$ cat src/rtl/statfrm_pkg.sv
package statfrm_pkg;
  localparam int WORD_W   = 16;
  localparam int LEN_W    = 16;
  localparam int TYPE_W   = 3;
  localparam int STATE_W  = 8;
  localparam int BOARD_W  = 64;
  localparam int FW_W     = 16;
  localparam int TRIG_W   = 32;
  localparam int TS_W     = 64;
  localparam int PRESC_W  = 8;

  localparam int BOARD_WORDS = BOARD_W / WORD_W;
  localparam int TRIG_WORDS  = TRIG_W / WORD_W;
  localparam int TS_WORDS    = TS_W / WORD_W;
  // start, type, size, state, board, firmware, trigger, timestamp
  localparam int HDR_WORDS   = 4 + BOARD_WORDS + 1 + TRIG_WORDS + TS_WORDS;
  localparam int IDX_W       = $clog2(HDR_WORDS);

  localparam int BOARD_BASE  = 4;
  localparam int FW_POS      = BOARD_BASE + BOARD_WORDS;
  localparam int TRIG_BASE   = FW_POS + 1;
  localparam int TS_BASE     = TRIG_BASE + TRIG_WORDS;

  localparam logic [WORD_W-1:0] START_MARK = 16'hFB01;
  localparam logic [WORD_W-1:0] END_MARK   = 16'h04FE;

  typedef enum logic [1:0] {SEL_START, SEL_HDR, SEL_PAY, SEL_END} wordSel_e;

  typedef struct packed {
    logic             latchHdr;
    logic             loadWord;
    wordSel_e         sel;
    logic [IDX_W-1:0] hdrIdx;
  } strobe_t;
endpackage

$ cat src/rtl/statfrm_ustimer.sv
module statfrm_ustimer
  import statfrm_pkg::*;
#(
  parameter int PW = PRESC_W,
  parameter int TW = TS_W
) (
  input  logic          clk,
  input  logic          rstN,
  input  logic [PW-1:0] usPrescale,
  input  logic          runRestart,
  output logic [TW-1:0] tsValue
);
  logic [PW-1:0] divCnt;

  always_ff @(posedge clk) begin
    if (!rstN || runRestart) begin
      divCnt  <= '0;
      tsValue <= '0;
    end else if (divCnt == usPrescale) begin
      divCnt  <= '0;
      tsValue <= tsValue + 1'b1;
    end else begin
      divCnt <= divCnt + 1'b1;
    end
  end


  ts_restart_chk: assert property (@(posedge clk) disable iff (!rstN)
    runRestart |=> tsValue == '0);


  ts_step_chk: assert property (@(posedge clk) disable iff (!rstN)
    !runRestart |=> (tsValue == $past(tsValue) || tsValue == $past(tsValue) + 1'b1));
endmodule

$ cat src/rtl/statfrm_ctrl.sv
module statfrm_ctrl
  import statfrm_pkg::*;
(
  input  logic             clk,
  input  logic             rstN,
  input  logic             reqValid,
  input  logic [LEN_W-1:0] reqLen,
  input  logic             plValid,
  input  logic             outValid,
  input  logic             outReady,
  output logic             reqReady,
  output logic             plReady,
  output strobe_t          strb
);
  typedef enum logic [1:0] {ST_IDLE, ST_HDR, ST_PAY, ST_TAIL} phase_e;

  localparam logic [IDX_W-1:0] LAST_IDX = IDX_W'(HDR_WORDS - 1);

  phase_e           phase;
  logic [IDX_W-1:0] hdrIdx;
  logic [LEN_W-1:0] remain;
  logic             canLoad;

  assign canLoad  = !outValid || outReady;
  assign reqReady = (phase == ST_IDLE) && canLoad;
  assign plReady  = (phase == ST_PAY) && canLoad;

  always_comb begin
    strb          = '0;
    strb.sel      = SEL_START;
    strb.hdrIdx   = hdrIdx;
    unique case (phase)
      ST_IDLE: begin
        strb.latchHdr = reqValid && canLoad;
        strb.loadWord = reqValid && canLoad;
        strb.sel      = SEL_START;
      end
      ST_HDR: begin
        strb.loadWord = canLoad;
        strb.sel      = SEL_HDR;
      end
      ST_PAY: begin
        strb.loadWord = canLoad && plValid;
        strb.sel      = SEL_PAY;
      end
      ST_TAIL: begin
        strb.loadWord = canLoad;
        strb.sel      = SEL_END;
      end
      default: ;
    endcase
  end

  always_ff @(posedge clk) begin
    if (!rstN) begin
      phase  <= ST_IDLE;
      hdrIdx <= '0;
      remain <= '0;
    end else begin
      unique case (phase)
        ST_IDLE: if (reqValid && canLoad) begin
          phase  <= ST_HDR;
          hdrIdx <= IDX_W'(1);
          remain <= reqLen;
        end
        ST_HDR: if (canLoad) begin
          if (hdrIdx == LAST_IDX)
            phase <= (remain == '0) ? ST_TAIL : ST_PAY;
          else
            hdrIdx <= hdrIdx + 1'b1;
        end
        ST_PAY: if (canLoad && plValid) begin
          remain <= remain - 1'b1;
          if (remain == LEN_W'(1)) phase <= ST_TAIL;
        end
        ST_TAIL: if (canLoad) phase <= ST_IDLE;
        default: phase <= ST_IDLE;
      endcase
    end
  end


  pay_forward_chk: assert property (@(posedge clk) disable iff (!rstN)
    plValid && plReady |=> outValid);


  pay_idle_chk: assert property (@(posedge clk) disable iff (!rstN)
    reqReady |-> !plReady);
endmodule

$ cat src/rtl/statfrm_datapath.sv
module statfrm_datapath
  import statfrm_pkg::*;
(
  input  logic               clk,
  input  logic               rstN,
  input  strobe_t            strb,
  input  logic [TYPE_W-1:0]  reqType,
  input  logic [LEN_W-1:0]   reqLen,
  input  logic [STATE_W-1:0] stateCode,
  input  logic               clkLocked,
  input  logic [BOARD_W-1:0] boardId,
  input  logic [FW_W-1:0]    fwVersion,
  input  logic [TRIG_W-1:0]  trigCount,
  input  logic [TS_W-1:0]    tsValue,
  input  logic [WORD_W-1:0]  plData,
  input  logic               outReady,
  output logic [WORD_W-1:0]  outData,
  output logic               outValid
);
  logic [WORD_W-1:0]  typeWord, sizeWord, stateWord;
  logic [BOARD_W-1:0] boardReg;
  logic [FW_W-1:0]    fwReg;
  logic [TRIG_W-1:0]  trigReg;
  logic [TS_W-1:0]    tsReg;
  logic [WORD_W-1:0]  hdrWord, nextWord;

  always_ff @(posedge clk) begin
    if (!rstN) begin
      typeWord  <= '0;
      sizeWord  <= '0;
      stateWord <= '0;
      boardReg  <= '0;
      fwReg     <= '0;
      trigReg   <= '0;
      tsReg     <= '0;
    end else if (strb.latchHdr) begin
      typeWord  <= WORD_W'(reqType);
      sizeWord  <= WORD_W'(reqLen) + 1'b1;
      stateWord <= {{(WORD_W-STATE_W-1){1'b0}}, clkLocked, stateCode};
      boardReg  <= boardId;
      fwReg     <= fwVersion;
      trigReg   <= trigCount;
      tsReg     <= tsValue;
    end
  end

  // Split wide fields into word slots, most significant word first.
  logic [WORD_W-1:0] boardSlot [BOARD_WORDS];
  logic [WORD_W-1:0] trigSlot  [TRIG_WORDS];
  logic [WORD_W-1:0] tsSlot    [TS_WORDS];

  for (genvar g = 0; g < BOARD_WORDS; g++) begin : g_board
    assign boardSlot[g] = boardReg[WORD_W*(BOARD_WORDS-1-g) +: WORD_W];
  end
  for (genvar g = 0; g < TRIG_WORDS; g++) begin : g_trig
    assign trigSlot[g] = trigReg[WORD_W*(TRIG_WORDS-1-g) +: WORD_W];
  end
  for (genvar g = 0; g < TS_WORDS; g++) begin : g_ts
    assign tsSlot[g] = tsReg[WORD_W*(TS_WORDS-1-g) +: WORD_W];
  end

  always_comb begin
    hdrWord = '0;
    for (int k = 0; k < HDR_WORDS; k++) begin
      if (strb.hdrIdx == IDX_W'(k)) begin
        if (k == 1)                                      hdrWord = typeWord;
        else if (k == 2)                                 hdrWord = sizeWord;
        else if (k == 3)                                 hdrWord = stateWord;
        else if (k >= BOARD_BASE && k < FW_POS)          hdrWord = boardSlot[k-BOARD_BASE];
        else if (k == FW_POS)                            hdrWord = fwReg;
        else if (k >= TRIG_BASE && k < TS_BASE)          hdrWord = trigSlot[k-TRIG_BASE];
        else if (k >= TS_BASE)                           hdrWord = tsSlot[k-TS_BASE];
      end
    end
  end

  always_comb begin
    unique case (strb.sel)
      SEL_START: nextWord = START_MARK;
      SEL_HDR:   nextWord = hdrWord;
      SEL_PAY:   nextWord = plData;
      SEL_END:   nextWord = END_MARK;
      default:   nextWord = '0;
    endcase
  end

  always_ff @(posedge clk) begin
    if (!rstN) begin
      outValid <= 1'b0;
      outData  <= '0;
    end else if (strb.loadWord) begin
      outValid <= 1'b1;
      outData  <= nextWord;
    end else if (outReady) begin
      outValid <= 1'b0;
    end
  end


  hold_stall_chk: assert property (@(posedge clk) disable iff (!rstN)
    outValid && !outReady |=> outValid && $stable(outData));
endmodule

$ cat src/rtl/status_framer.sv
module status_framer
  import statfrm_pkg::*;
(
  input  logic               clk,
  input  logic               rstN,
  input  logic [PRESC_W-1:0] usPrescale,
  input  logic               runRestart,
  input  logic               reqValid,
  output logic               reqReady,
  input  logic [TYPE_W-1:0]  reqType,
  input  logic [LEN_W-1:0]   reqLen,
  input  logic [STATE_W-1:0] stateCode,
  input  logic               clkLocked,
  input  logic [BOARD_W-1:0] boardId,
  input  logic [FW_W-1:0]    fwVersion,
  input  logic [TRIG_W-1:0]  trigCount,
  input  logic [WORD_W-1:0]  plData,
  input  logic               plValid,
  output logic               plReady,
  output logic [WORD_W-1:0]  outData,
  output logic               outValid,
  input  logic               outReady
);
  strobe_t          strb;
  logic [TS_W-1:0]  tsValue;

  statfrm_ustimer #(.PW(PRESC_W), .TW(TS_W)) u_timer (
    .clk(clk), .rstN(rstN), .usPrescale(usPrescale),
    .runRestart(runRestart), .tsValue(tsValue)
  );

  statfrm_ctrl u_ctrl (
    .clk(clk), .rstN(rstN), .reqValid(reqValid), .reqLen(reqLen),
    .plValid(plValid), .outValid(outValid), .outReady(outReady),
    .reqReady(reqReady), .plReady(plReady), .strb(strb)
  );

  statfrm_datapath u_dp (
    .clk(clk), .rstN(rstN), .strb(strb), .reqType(reqType), .reqLen(reqLen),
    .stateCode(stateCode), .clkLocked(clkLocked), .boardId(boardId),
    .fwVersion(fwVersion), .trigCount(trigCount), .tsValue(tsValue),
    .plData(plData), .outReady(outReady), .outData(outData), .outValid(outValid)
  );


  start_first_chk: assert property (@(posedge clk) disable iff (!rstN)
    reqValid && reqReady |=> outValid && outData == START_MARK);
endmodule

$ cat config.mk
export PLATFORM = sky130hd
export DESIGN_NAME = status_framer
export DESIGN_NICKNAME = d
export VERILOG_FILES = /design/src/rtl/statfrm_pkg.sv /design/src/rtl/statfrm_ustimer.sv /design/src/rtl/statfrm_ctrl.sv /design/src/rtl/statfrm_datapath.sv /design/src/rtl/status_framer.sv
export SDC_FILE = /design/constraint.sdc
export NUM_CORES = 1
export LEC_CHECK = 0
export ABC_AREA = 1
export CORE_MARGIN = 4
export CORE_UTILIZATION = 50
export CTS_CLUSTER_DIAMETER = 100
export CTS_CLUSTER_SIZE = 40
export DETAILED_ROUTE_END_ITERATION = 10
export PLACE_DENSITY = 0.81
export SLEW_MARGIN = 10
export SYNTH_ARGS = -nofsm -noshare
export SYNTH_HDL_FRONTEND = slang
export SYNTH_HIERARCHICAL = 1
export SYNTH_SLANG_ARGS = --single-unit
export TNS_END_PERCENT = 5
$ cat constraint.sdc
create_clock -name clk -period 4.7 [get_ports clk]
set_input_delay 0.94 -clock clk [delete_from_list [all_inputs] [get_ports clk]]
set_output_delay 0.94 -clock clk [all_outputs]
set_load 0.02 [all_outputs]
**Word level (Yosys, flattened, before mapping)**

Cells that the tools add are included.

- Flip-flop bits (word level): 315
- Output and inout bits: 19
- Word-level logic and storage cells: 100

- Add/subtract/negate cells: 5
- Equality and inequality tests: 29
- Mux-type cells: 34
- Reductions and logical operators: 18

Operators with widths:

| operator | number |
|---|---|
| 2-to-1 mux 16 bit | 15 |
| adder 64 x 1 -> 64 bit, second input constant | 1 |
| one-hot mux 16 bit (4 select lines) | 1 |
| one-hot mux 16 bit (2 select lines) | 1 |
| == test 4 bit, second input constant | 7 |
| adder 16 x 1 -> 16 bit, second input constant | 1 |
| == test 16 x 1 -> 1 bit, second input constant | 1 |
| == test 4 x 3 -> 1 bit, second input constant | 4 |
| zero test 16 bit | 1 |
| subtractor 16 x 1 -> 16 bit, second input constant | 1 |
| 2-to-1 mux 2 bit | 6 |
| 2-to-1 mux 4 bit | 3 |
| one-hot mux 3 bit (4 select lines) | 1 |
| adder 8 x 1 -> 8 bit, second input constant | 1 |
| == test 2 bit, second input constant | 4 |
| == test 4 x 2 -> 1 bit, second input constant | 2 |
| == test 8 bit | 1 |
| inequality test 2 bit, second input constant | 4 |
| one-hot mux 2 bit (4 select lines) | 1 |
| one-hot mux 4 bit (2 select lines) | 1 |
| inequality test 2 x 1 -> 1 bit, second input constant | 3 |
| AND reduction 6 bit | 1 |
| nonzero test 2 bit | 3 |
| adder 4 x 1 -> 4 bit, second input constant | 1 |
| 11 further kinds | 21 |

**Depth between registers and ports, before layout**

- Depth after elaboration: 16
- Mapped depth: 15
- Mapped depth without buffers: 15

**Cells and area by module**

The synthesis kept the hierarchy.

By module, submodules not included:

| module | instances | cells each | area each (µm²) | seq. area each (µm²) |
|---|---|---|---|---|
| statfrm_datapath | 1 | 1408 | 9690.5 | 4424.2 |
| statfrm_ustimer | 1 | 898 | 4865.9 | 1441.4 |
| statfrm_ctrl | 1 | 274 | 1739.2 | 440.4 |

**Least setup slack after synthesis**

OpenSTA, ideal clock, no wires.

- Path type: input -> output
- Start: in outReady
- End: out plReady
- Arrival: 1373 ps
- Data required time: 3760 ps
- Setup slack: 2387 ps
- Cell stages on the path: 4
- Cell sequence: inv_2 nand2_4 inv_1 nor2_1

- Cells in the longest elaborated chain, start to end: 2

Ends and longest elaborated chain:

| element | line | RTL |
|---|---|---|
| start: declaration | status_framer.sv:22 | `input logic outReady` |
| logical OR 1 bit | statfrm_ctrl.sv:24 | `assign canLoad = !outValid \|\| outReady;` |
| logical AND 1 bit | statfrm_ctrl.sv:26 | `assign plReady = (phase == ST_PAY) && canLoad;` |
| end: declaration | status_framer.sv:19 | `output logic plReady,` |

Every way passes these cells.

**Worst setup path after layout**

- Start: in outReady
- End: out reqReady

- Cells in the longest elaborated chain, start to end: 2

Ends and longest elaborated chain:

| element | line | RTL |
|---|---|---|
| logical OR 1 bit | statfrm_ctrl.sv:24 |  |
| logical AND 1 bit | statfrm_ctrl.sv:25 | `assign reqReady = (phase == ST_IDLE) && canLoad;` |
| end: declaration | status_framer.sv:9 | `output logic reqReady,` |

Every way passes these cells.

==> impl_metrics.py <==
metrics = {
    "place": {
        "detailed_place_hpwl_microns": 36300,
        "placed_cells": 3108,
        "input_output_buffers": 188,
        "gp_weighted_congestion": 0.963,
        "dpl_cell_area_sq_um": 18400,
    },
    "worst_setup_path": {
        "cp-startpoint": "outReady",
        "timing.reg2reg.worst_path_depth": 14,
        "timing.critical_path.cells": "clkdlybuf4s50_1 -> inv_2 -> nand2_4 -> inv_1 -> nor2_1 -> clkdlybuf4s50_1",
        "critical_path_start_end_classification": "input port to primary output",
        "worst_ep_required_time_ns": 3.76,
        "endpoint": "reqReady",
        "setup.worst_path.end_class": "primary output",
        "max_stage_delay_ns": 0.61,
        "critical-path-top-cell-by-count": "clkdlybuf4s50_1",
        "cp_data_arrival_time_ns": 2.35,
        "critPathMaxFanout": 4,
        "slowest_stage": "clkdlybuf4s50_1",
        "setup.worst_path.start_class": "input port",
        "start_of_the_worst_register_to_register_path": "u_ctrl/phase[1]$_SDFFE_PN0P_",
        "r2r_end": "u_dp/outData[6]$_SDFFE_PN0P_",
        "ff2ff_setup_slack_ns": 1.65,
    },
    "cts": {
        "postCtsSetupBuffers": 0,
        "path_clk_slew_ns": 0.13,
        "clock_insertion_delay_worst_skew_ns": 0.51,
        "cts.hold.buffers_added": 0,
        "clock_tree.root_cell": "clkbuf_16",
        "post_cts_resize_count": 0,
        "tritoncts": "built",
        "clock_sinks": 315,
        "cts_buffer_depth": 3,
        "htree_num_levels": 1,
        "cts_made_buffers": 13,
    },
    "logic_synthesis": {
        "postSynthRegisterBits": 315,
        "synth-edff-count": 0,
        "ys_dominant_reg_cell": "dfxtp_1",
        "synth.net_count": 2761,
        "synth.yosys.seq_area_share_pct": 38.7,
        "synth-async-reset-ratio_pct": 0,
        "synth_area_per_cell_sq_um": 6.32,
        "post_synth_instance_area_sq_um": 16300,
        "post_synth_cell_types": 42,
        "yosys_warnings": 6,
        "postSynthCellCount": 2580,
    },
    "power_and_ir_drop": {
        "cellPowerDensity_nw_per_um2": 406,
        "power.static_leakage_uw": 0.00773,
        "ir_drop_v": 0.000228,
    },
    "floorplan": {
        "design.portCount": 189,
        "rows": 65,
        "area_of_the_die_sq_um": 35500,
        "floorplan.initialDensity_pct": 51.1,
        "placeableCoreArea_sq_um": 31900,
        "die_x_microns": 189,
        "die_h_microns": 189,
    },
    "min_path": {
        "hp-class": "register to register",
    },
    "timing": {
        "finalSetupViolations": 0,
        "max_freq_ghz": 0.304,
        "max_slew.worst_pin.slew_ns": 0.866,
        "setup_tns_final_ns": 0,
        "grt_setup_unrepaired": "no",
        "period_share_pct": 70.0,
        "skew_ns": 0.0178,
        "fin_hold_ws_ns": 0.460,
        "final_hold_violation_count": 0,
        "max-slew-margin-rel_pct": 42.1,
        "final-max-slew-violation-count": 0,
        "final.min_clock_period_ns": 3.29,
    },
    "drt": {
        "post-route-drc-count": 0,
        "wl_per_cell_microns": 15.7,
        "drtPass1Iterations": 5,
        "drt-initial-drc-count": 1916,
        "ant_nets": 0,
        "totalWireLength_microns": 49200,
        "route.vias.total": 16800,
        "vias_per_cell": 5.36,
    },
    "final_layout": {
        "finalCoreUtilization_pct": 59.0,
        "antennaDiodeCount": 0,
        "nets": 2869,
        "finalNonFillerCells": 3128,
        "drive_gt1_share_pct": 3.60,
        "final_design_area_no_fill_sq_um": 18800,
        "flow.area_growth_from_synthesis_pct": 15.5,
    },
    "grt": {
        "overflow": 0,
        "track_usage_pct": 26.1,
        "via_count_of_the_first_global_routing_pass": 15500,
        "first_pass_grt_wire_length_microns": 77800,
        "grt_antenna_before_repair": 0,
        "grt_max_degree": 106,
    },
    "status": {
        "run_status": "finished, final reports clean",
    },
    "flow_run": {
        "maxcap_viol_count": 0,
    },
}
==> report_power, final <==
group | leakage, uW | switching [uW] | total, uW | internal [uW]
clock | 0.000206 | 921 | 1480 | 562
sequential | 0.00259 | 318 | 3580 | 3260
combinational | 0.00494 | 1690 | 2570 | 889
==> cell usage in the layout (no fill, tap or decap), types with 2 or more instances in the layout <==
master and instances:
a21oi_1 165, and2_1 2, buf_12 2, buf_4 14, clkbuf_16 13, clkdlybuf4s50_1 187, clkinv_4 2, dfxtp_1 315
ha_1 11, inv_1 298, inv_12 3, inv_2 12, nand2_1 538, nand2_2 8, nand2_4 3, nand3_1 121
nand3_2 3, nand3b_1 4, nand4_1 54, nor2_1 554, nor2_2 12, nor2_4 9, nor3_1 13, nor3_2 2
nor3_4 2, nor3b_1 3, o211ai_1 3, o21ai_0 264, o21ai_1 35, o21bai_1 6, xnor2_1 2, xor2_1 18
==> worst max-delay path, delay by kind of cell <==
family | cells | cell delay (ns)
buffers and inverters | 4 | 1.24
and+or+nand+nor | 2 | 0.17
==> cells in the mapped netlist (11+ instances only) <==
master / n / share of area [%]
nor2_1: 556 / 13
dfxtp_1: 315 / 39
inv_1: 298 / 6.9
o21ai_1: 35 / 1.1
nand3_1: 121 / 3.7
inv_2: 12 / 0.28
o21ai_0: 264 / 8.1
clkbuf_1: 86 / 2.0
a21oi_1: 165 / 5.1
nand2_1: 538 / 12
nor2_2: 13 / 0.50
nor3_1: 13 / 0.40
ha_1: 11 / 0.84
xor2_1: 18 / 0.97
buf_2: 14 / 0.43
nand4_1: 54 / 2.1
==> per-layer routing <==
layer	GRT usage [%]	wire, microns	share of wire [%]
met4	6.89	1440	2.9
met3	3.17	3440	7.0
met2	45.9	23600	48
met5	0	0	0
met1	34.2	20800	42
==> sequential cells by signal, indices dropped and copies added (netlist names), 8 cells and up <==
register,flops
u_dp/fwReg,16
u_dp/sizeWord,16
u_dp/boardReg,64
u_dp/tsReg,64
u_timer/divCnt,8
u_ctrl/remain,16
u_dp/trigReg,32
u_dp/outData,16
u_timer/tsValue,64
u_dp/stateWord,9
==> worst min path at each step <==
| stage | startpoint | end | cells past startpoint |
|---|---|---|---|
| after floorplan | u_dp/trigReg[14]$_SDFFE_PN0P_ | u_dp/trigReg[14]$_SDFFE_PN0P_ | 2 |
| after global placement | u_dp/tsReg[29]$_SDFFE_PN0P_ | u_dp/tsReg[29]$_SDFFE_PN0P_ | 2 |
| after detailed placement | u_dp/trigReg[23]$_SDFFE_PN0P_ | u_dp/trigReg[23]$_SDFFE_PN0P_ | 2 |
| after CTS | u_dp/trigReg[23]$_SDFFE_PN0P_ | u_dp/trigReg[23]$_SDFFE_PN0P_ | 2 |
| after global routing | u_dp/tsReg[53]$_SDFFE_PN0P_ | u_dp/tsReg[53]$_SDFFE_PN0P_ | 2 |
| final | u_dp/trigReg[23]$_SDFFE_PN0P_ | u_dp/trigReg[23]$_SDFFE_PN0P_ | 2 |
==> final cells by class <==
class | instances | area [sq um]
multi-input combinational | 1842 | 8340
clock inverter | 7 | 97.6
tap | 435 | 544
inverter | 313 | 1180
sequential | 315 | 6310
timing repair buffer | 203 | 2020
fill | 3007 | 13100
clock buffer | 13 | 325
==> logic make-up (layout without fill, tap and decap cells) <==
| logic type | Yosys count | in the layout | synth area share, % |
|---|---|---|---|
| compound gates | 479 | 479 | 15.0 |
| xor+xnor | 20 | 20 | 1.07 |
| fa+ha+maj | 11 | 11 | 0.845 |
| buf+inv | 423 | 536 | 10.2 |
| flops | 315 | 315 | 38.7 |
| simple gates | 1332 | 1332 | 34.2 |
==> stage by stage <==
step / power, uW / setup WS [ns]
2_1_floorplan: 5400 / 2.39
5_1_grt: 8120 / 1.29
6_report: 7640 / 1.41
4_1_cts: 7630 / 1.41
3_3_place_gp: 6060 / 1.33
3_5_place_dp: 6160 / 1.30
(Power assumes the default switching activity.)
